File: src/rtl/dma_src_sel.sv
module dma_src_sel #(
  parameter int NUM_CTRL = 2,
  parameter int NUM_CHAN = 8,
  parameter int NUM_SRC  = 256,
  parameter int ADDR_W   = 10
) (
  input  logic                         clk,
  input  logic                         rst_n,
  input  logic [ADDR_W-1:0]            bus_addr,
  input  logic                         bus_wr,
  input  logic [31:0]                  bus_wdata,
  output logic [31:0]                  bus_rdata,
  input  logic [NUM_SRC-1:0]           src_req,
  output logic [NUM_CTRL*NUM_CHAN-1:0] req_out
);
  localparam int SEL_W     = 10;
  localparam int NCH       = NUM_CTRL * NUM_CHAN;
  localparam int STRIDE    = 6;
  localparam int BASE_WORD = 'h1F4;
  localparam int SRC_IW    = $clog2(NUM_SRC);
  localparam logic [SEL_W-1:0] NONE = '1;

  logic [NCH-1:0][SEL_W-1:0] sel_q;
  logic [(1<<SRC_IW)-1:0]    src_pad;
  logic [ADDR_W-1:0]         off, ctrl_sel, grp_sel;
  logic                      in_map;
  logic [31:0]               rd_part [NCH];
  wire                       unused_hi = ^bus_wdata[31:30];

  assign src_pad  = (1<<SRC_IW)'(src_req);
  assign off      = bus_addr - ADDR_W'(BASE_WORD);
  assign in_map   = (bus_addr >= ADDR_W'(BASE_WORD)) && (off < ADDR_W'(NUM_CTRL*STRIDE));
  assign ctrl_sel = off / ADDR_W'(STRIDE);
  assign grp_sel  = off % ADDR_W'(STRIDE);

  for (genvar j = 0; j < NCH; j++) begin : g_ch
    localparam int N = j / NUM_CHAN;
    localparam int C = j % NUM_CHAN;
    localparam int G = C / 3;
    localparam int K = C % 3;
    logic hit;
    logic [SEL_W-1:0] s;

    assign s   = sel_q[j];
    assign hit = in_map && ctrl_sel == ADDR_W'(N) && grp_sel == ADDR_W'(G);
    assign rd_part[j] = hit ? (32'(s) << (SEL_W*K)) : '0;

    always_ff @(posedge clk or negedge rst_n) begin
      if (!rst_n) begin
        sel_q[j]   <= NONE;
        req_out[j] <= 1'b0;
      end else begin
        if (bus_wr && hit) sel_q[j] <= bus_wdata[SEL_W*K +: SEL_W];
        req_out[j] <= (s != NONE) && (s < SEL_W'(NUM_SRC)) && src_pad[s[SRC_IW-1:0]];
      end
    end
  end

  always_comb begin
    bus_rdata = '0;
    for (int j = 0; j < NCH; j++) bus_rdata = bus_rdata | rd_part[j];
  end
endmodule


File: config.mk
export PLATFORM = sky130hd
export DESIGN_NAME = dma_src_sel
export DESIGN_NICKNAME = d
export VERILOG_FILES = /design/src/rtl/dma_src_sel.sv
export SDC_FILE = /design/constraint.sdc
export NUM_CORES = 2
export LEC_CHECK = 0
export BUFFER_PORTS_ARGS = -buffer_cell sky130_fd_sc_hd__buf_4
export CORE_ASPECT_RATIO = 1.2
export CORE_MARGIN = 4
export CORE_UTILIZATION = 50
export CTS_CLUSTER_DIAMETER = 150
export DETAILED_ROUTE_END_ITERATION = 10
export PLACE_DENSITY_LB_ADDON = 0.25
export SYNTH_ARGS = -nofsm -noshare
export SYNTH_HDL_FRONTEND = slang
export SYNTH_SLANG_ARGS = --single-unit
File: constraint.sdc
create_clock -name clk -period 5.7 [get_ports clk]
set_input_delay 0.57 -clock clk [delete_from_list [all_inputs] [get_ports clk]]
set_output_delay 0.57 -clock clk [all_outputs]
set_load 0.02 [all_outputs]
# Word level (Yosys, flattened, before mapping)
# Cells that the tools add are included.
dict set report word_totals {
  ff_bits 176
  latch_bits 0
  mem_bits_rw 0
  romBits 0
  input_bits 301
  word_cells 200
  memories 0
}
dict set report classes {
  n_addsub 1
  multipliers 0
  n_div 2
  n_lt_le_gt_ge 34
  n_eq_ne 19
  shift 0
  muxes 48
  n_bitwise 15
  reduce_logical 49
}
# op count
set ops {}
lappend ops {{10-bit by 9-bit < comparator with 1-bit output, second input constant} 16}
lappend ops {{10-bit inequality test, second input constant} 16}
lappend ops {{32-bit bitwise OR} 5}
lappend ops {{8-bit by 9-bit < comparator with 1-bit output, second input constant} 16}
lappend ops {{1-bit binary-select mux with 8-bit select} 16}
lappend ops {{20-bit two-way mux} 6}
lappend ops {{30-bit two-way mux} 4}
lappend ops {{32-bit by 10-bit bitwise OR with 32-bit output} 3}
lappend ops {{32-bit by 20-bit bitwise OR with 32-bit output} 3}
lappend ops {{32-bit by 30-bit bitwise OR with 32-bit output} 3}
lappend ops {{10-bit two-way mux} 6}
lappend ops {{1-bit logical AND} 47}
lappend ops {{10-bit by 1-bit == test with 1-bit output, second input constant} 2}
lappend ops {{10-bit logical NOT} 2}
lappend ops {{10-bit by 20-bit bitwise OR with 20-bit output} 1}
lappend ops {{1-bit two-way mux} 16}
lappend ops {{10-bit by 3-bit divider with 10-bit output, second input constant} 1}
lappend ops {{10-bit by 2-bit == test with 1-bit output, second input constant} 1}
lappend ops {{10-bit by 9-bit >= comparator with 1-bit output, second input constant} 1}
lappend ops {{10-bit by 4-bit < comparator with 1-bit output, second input constant} 1}
lappend ops {{10-bit by 3-bit modulo with 10-bit output, second input constant} 1}
lappend ops {{10-bit by 9-bit subtractor with 10-bit output, second input constant} 1}

# Depth between registers and ports, before layout
dict set report logic_depth {
  ltp_word 21
  mapped_depth 24
}

# Worst setup path after synthesis
# No wires, ideal clock.
dict set report synth_path {
  kind {input port to output port}
  startpoint {in bus_addr[2]}
  endpoint {out bus_rdata[20]}
  t_arrival_ns 4.859
  t_required_ns 5.130
  path_slack_ns 0.271
  cell_stages 23
  path_buffers 3
  cell_sequence {buf_2 inv_1 ha_1 nand4b_1 or3_1 a21oi_1 o21ai_1 o211ai_1 o21ai_1 buf_2 mux2i_1 a31oi_1 nand3_1 o31ai_1 o31ai_1 ha_1 a21oi_1 o2111ai_1 o22ai_1 a22oi_2 a21o_1 clkbuf_1 o21ai_0}
}
dict set report synth_via {
  elab_chain_len 20
  elab_cells_between_ends 34
}
# item line
set synth_lines {}
lappend synth_lines {{start: declaration} 9} ;# input logic [ADDR_W-1:0] bus_addr,
lappend synth_lines {{10-bit by 9-bit subtractor with 10-bit output} 31} ;# assign off = bus_addr - ADDR_W'(BASE_WORD);
lappend synth_lines {{10-bit by 3-bit divider with 10-bit output / 10-bit by 4-bit < comparator with 1-bit output (equally long branches)} {33, 32}}
lappend synth_lines {{10-bit logical NOT / 1-bit logical AND (equally long branches)} {45, 32}}
lappend synth_lines {{1-bit logical AND (2 in series)} 45} ;# assign hit = in_map && ctrl_sel == ADDR_W'(N) && grp_sel == ADDR_W'(G);
lappend synth_lines {{30-bit two-way mux} 46} ;# assign rd_part[j] = hit ? (32'(s) << (SEL_W*K)) : '0;
lappend synth_lines {{32-bit by 30-bit bitwise OR with 32-bit output} 61} ;# for (int j = 0; j < NCH; j++) bus_rdata = bus_rdata | rd_part[j];
lappend synth_lines {{32-bit by 10-bit bitwise OR with 32-bit output} 61}
lappend synth_lines {{32-bit by 20-bit bitwise OR with 32-bit output} 61}
lappend synth_lines {{32-bit by 30-bit bitwise OR with 32-bit output} 61}
lappend synth_lines {{32-bit by 10-bit bitwise OR with 32-bit output} 61}
lappend synth_lines {{32-bit by 20-bit bitwise OR with 32-bit output} 61}
lappend synth_lines {{32-bit by 10-bit bitwise OR with 32-bit output} 61}
lappend synth_lines {{32-bit by 20-bit bitwise OR with 32-bit output} 61}
lappend synth_lines {{32-bit by 30-bit bitwise OR with 32-bit output} 61}
lappend synth_lines {{32-bit bitwise OR (2 in series)} 61}
lappend synth_lines {{32-bit bitwise OR * (3 in series)} 61}
lappend synth_lines {{end: declaration} 12} ;# output logic [31:0] bus_rdata,
# Every way passes the cells marked *; elsewhere a longest branch is shown, timed or not.

# Worst setup path in the final report
dict set report layout_path {
  startpoint {in bus_addr[2]}
  endpoint {out bus_rdata[23]}
}
# Same word-level chain as after synthesis.

==> out/summary.json <==
{
  "worstSetupEndpointType": "primary output",
  "dr_wl_met2_um": 88300,
  "layout.nets": 2856,
  "grt_pass1_vias": 36000,
  "power.density_nw_per_um2": 120,
  "critical_path_peak_fanout": 11,
  "route.detailed.wl_per_inst_um": 54.7,
  "detail-route-antenna-nets": 0,
  "timing.hold.worst.class": "primary input to async pin",
  "gp_routability_congestion": 1.03,
  "drt_wl_total_um": 207000,
  "asyncSetResetFlopFracSynth_pct": 100,
  "timing.critical_path.from_type": "primary input",
  "cp_cell_sequence": "buf_4 > inv_1 > ha_1 > nand4b_1 > or3_4 > a21oi_2 > o21bai_1 > a2111oi_2 > nor3_1 > a221oi_1 > a31oi_1 > o21ai_0 > and3_1 > buf_4 > buf_4 > a22oi_1 > o21ai_0 > buf_4",
  "first_iter_violations": 7933,
  "arrival_ns": 4.96,
  "gr-total-overflow": 0,
  "die-width_um": 275,
  "clock_latency_of_the_later_clocked_register_in_the_worst_skew_pair_ns": 0.51,
  "final_design_area_no_fill_um2": 46100,
  "io_buffer_count": 344,
  "fmaxAchievable_ghz": 0.181,
  "synth-warning-count": 0,
  "period_share_pct": 97.1,
  "timing.critical_path.mode_cell": "sky130_fd_sc_hd__buf_4",
  "die_area_um2": 90000,
  "dpl.hpwl_um": 138000,
  "post_route_cells_drive_above_1_share_pct": 81.4,
  "floorplan.rows": 117,
  "mappedNetlistArea_um2": 42600,
  "critical_path.max_stage_delay_ns": 0.50,
  "cap_violations": 0,
  "synth_area_per_cell_um2": 15.6,
  "dr.max_layer_used": "met5",
  "path_class": "primary input to primary output",
  "floorplan.core_area_um2": 84800,
  "clkSlewWorstSetupHoldPaths_ns": 0.09,
  "ys_types": 82,
  "route.detailed.vias_per_inst": 9.81,
  "slowest_stage": "sky130_fd_sc_hd__a2111oi_2",
  "fp.dieH_um": 328,
  "placedInstanceArea_um2": 45200,
  "grt_pass1_wl_um": 290000,
  "report.final.slew_viol_count": 0,
  "synth_top_cell_area_share_pct": 71.9,
  "timing.critical_path.required_ns": 5.13,
  "clk_root_buffer_cell": "sky130_fd_sc_hd__clkbuf_16",
  "total_power_mw": 5.52,
  "cts_hold_buf": 0,
  "grt_util_all_layers_pct": 46.0,
  "clock_sink_count": 176,
  "synth.largest_area_cell": "sky130_fd_sc_hd__mux4_2",
  "final-setup-viol-count": 0,
  "vdd_ir_drop_max_mv": 0.254,
  "synthesis_to_layout_area_growth_pct": 8.22,
  "fin_crit_period_ns": 5.53,
  "static-leakage-power_nw": 13.1,
  "crit-reg2reg-launch": "g_ch[6].s[0]",
  "synth_sequential_area_ratio_pct": 10.8,
  "cts.path.max_buffers": 2,
  "ff2ff_path_depth": 6,
  "io_pins": 349,
  "met3_wirelength_um": 38600,
  "critical_path.reg2reg.endpoint": "req_out[6]",
  "initial_utilization_pct": 50.3,
  "slew_headroom_pct": 18.2,
  "outcome": "finished clean",
  "synth-main-ff-cell": "sky130_fd_sc_hd__dfstp_2",
  "drtPass1Iterations": 6,
  "drc": 0,
  "max_slew.worst_pin.slew_ns": 1.23,
  "dr_total_vias": 37100,
  "timing.final.hold_violations": 0,
  "ys_seq_elements": 176,
  "synth-edff-count": 0,
  "ctsHtreeMaxLevel": 4,
  "cts_buffers": 17,
  "reg2reg_slack_ns": 1.48,
  "antenna_found_initial": 100,
  "postLayoutSetupSlackWorst_ns": 0.167,
  "synth_top_cells_by_area": "sky130_fd_sc_hd__mux4_2 72%, sky130_fd_sc_hd__dfstp_2 9.9%, sky130_fd_sc_hd__clkbuf_1 4.3%, sky130_fd_sc_hd__mux2_1 4.0%, sky130_fd_sc_hd__mux2_2 1.5%",
  "final.setup_skew_ns": 0.0183,
  "syn_inst": 2726,
  "met1Wirelength_um": 56300,
  "layout.filler_cells": 6685,
  "tritoncts": "built",
  "dpl_worst_slack_ns": -0.0353,
  "pin_count_of_the_biggest_net_entering_global_routing": 151
}
[layout make-up]
| type | instances | area, um2 | area share [%] |
|---|---|---|---|
| Sequential cell | 176 | 4690 | 10.2 |
| Timing Repair Buffer | 434 | 3500 | 7.59 |
| Tap cell | 1130 | 1410 | 3.07 |
| Multi-Input combinational cell | 1915 | 35600 | 77.2 |
| Clock buffer | 17 | 425 | 0.922 |
| Inverter | 6 | 22.5 | 0.0488 |
| Clock inverter | 15 | 223 | 0.483 |
| Antenna cell | 89 | 223 | 0.483 |
[metal layers]
metal  track usage, %  vias up
met1             52.4    18900
met4             36.7       42
met2             64.3     4787
met3             24.5     1176
met5             1.43        -
li1                 -    12200
[layout by cell type, fill, tap and decap left out, types with 8 or more instances in the layout]
| cell type | Yosys | final |
|---|---|---|
| sky130_fd_sc_hd__mux2_2 | 57 | 57 |
| sky130_fd_sc_hd__o211ai_1 | 8 | 8 |
| sky130_fd_sc_hd__dfstp_2 | 160 | 136 |
| sky130_fd_sc_hd__o221ai_1 | 20 | 20 |
| sky130_fd_sc_hd__nor3b_1 | 18 | 18 |
| sky130_fd_sc_hd__buf_12 | 0 | 19 |
| sky130_fd_sc_hd__clkbuf_16 | 0 | 17 |
| sky130_fd_sc_hd__buf_4 | 6 | 414 |
| sky130_fd_sc_hd__nor2_1 | 13 | 13 |
| sky130_fd_sc_hd__diode_2 | 0 | 89 |
| sky130_fd_sc_hd__nand3_1 | 8 | 8 |
| sky130_fd_sc_hd__dfrtp_1 | 16 | 16 |
| sky130_fd_sc_hd__a222oi_1 | 20 | 20 |
| sky130_fd_sc_hd__a22oi_1 | 10 | 10 |
| sky130_fd_sc_hd__nand2_1 | 28 | 27 |
| sky130_fd_sc_hd__mux4_2 | 1360 | 1360 |
| sky130_fd_sc_hd__dfstp_4 | 0 | 24 |
| sky130_fd_sc_hd__o22ai_1 | 46 | 45 |
| sky130_fd_sc_hd__mux2_1 | 153 | 153 |
| sky130_fd_sc_hd__o21ai_0 | 20 | 17 |
| sky130_fd_sc_hd__nand2b_1 | 9 | 9 |
| sky130_fd_sc_hd__a21oi_1 | 9 | 8 |
[cell families after synthesis]
group / share of synthesized area (%)
mux: 77.5
buf+inv: 5.86
compound gates: 3.43
flops: 10.8
simple gates: 1.85
xor+xnor: 0.367
fa+ha+maj: 0.147
other cells: 0.00880
[Yosys cell counts, types with 4 or more instances]
cell and instances:
sky130_fd_sc_hd__mux4_2 1360, sky130_fd_sc_hd__clkbuf_1 487, sky130_fd_sc_hd__dfstp_2 160, sky130_fd_sc_hd__mux2_1 153, sky130_fd_sc_hd__buf_1 113, sky130_fd_sc_hd__mux2_2 57
sky130_fd_sc_hd__o22ai_1 46, sky130_fd_sc_hd__nand2_1 28, sky130_fd_sc_hd__a222oi_1 20, sky130_fd_sc_hd__o21ai_0 20, sky130_fd_sc_hd__o221ai_1 20, sky130_fd_sc_hd__nor3b_1 18
sky130_fd_sc_hd__dfrtp_1 16, sky130_fd_sc_hd__buf_2 14, sky130_fd_sc_hd__nor2_1 13, sky130_fd_sc_hd__a22oi_1 10, sky130_fd_sc_hd__a21oi_1 9, sky130_fd_sc_hd__buf_6 9
sky130_fd_sc_hd__nand2b_1 9, sky130_fd_sc_hd__xnor2_1 9, sky130_fd_sc_hd__nand3_1 8, sky130_fd_sc_hd__nor3_1 8, sky130_fd_sc_hd__o211ai_1 8, sky130_fd_sc_hd__and3_1 7
sky130_fd_sc_hd__a31oi_1 6, sky130_fd_sc_hd__buf_4 6, sky130_fd_sc_hd__inv_1 6, sky130_fd_sc_hd__mux2i_1 6, sky130_fd_sc_hd__or3_1 6, sky130_fd_sc_hd__ha_1 5
sky130_fd_sc_hd__or2_1 5, sky130_fd_sc_hd__nor2b_1 4
[critical path, delay by kind of cell]
family,cells,cell delay (ns)
AOI/OAI and AO/OA,8,2.26
adders and majority gates,1,0.25
buffers and inverters,5,0.80
and+or+nand+nor,4,1.06
[flip-flops by register name, summed over array words and instances (netlist names)]
name	cells
req_out	16
g_ch.s	160
[power breakdown]
group	internal, mW	leakage [nW]	total, mW	switching, mW
Sequential	1.31	1.86	1.55	0.236
Clock	0.622	0.314	1.32	0.699
Combinational	1.31	11.0	2.66	1.35
[worst max-delay path by stage]
| stage | start | end | slack (ns) | cells past startpoint |
|---|---|---|---|---|
| 4_1_cts | bus_addr[2] | bus_rdata[18] | 0.06 | 23 |
| 3_5_place_dp | bus_addr[2] | bus_rdata[18] | -0.04 | 20 |
| 5_1_grt | bus_addr[2] | bus_rdata[28] | -0.01 | 23 |
| 2_1_floorplan | bus_addr[2] | bus_rdata[20] | 0.27 | 23 |
| 3_3_place_gp | bus_addr[2] | bus_rdata[18] | 0.02 | 20 |
| 6_report | bus_addr[2] | bus_rdata[23] | 0.17 | 18 |
[stage by stage]
| step | TNS (ns) | std cells | hold WS [ns] | utilization (%) |
|---|---|---|---|---|
| after floorplan | 0 | 2727 | 0.274 | - |
| after global placement | 0 | 3660 | 0.578 | 53.3 |
| after detailed placement | -0.0353 | 3660 | 0.579 | 53.3 |
| after CTS | 0 | 3692 | 0.155 | 54.1 |
| after global routing | -0.0380 | 3762 | 0.176 | 54.4 |
| final | 0 | 3782 | 0.155 | 54.4 |
[what timing repair did]
action | CTS | global route
endpoints found under the setup margin | 1 | 30
pin swaps | 0 | 2
setup buffers | 0 | 1
gates resized for setup | 1 | 14
(Power assumes the default switching activity.)
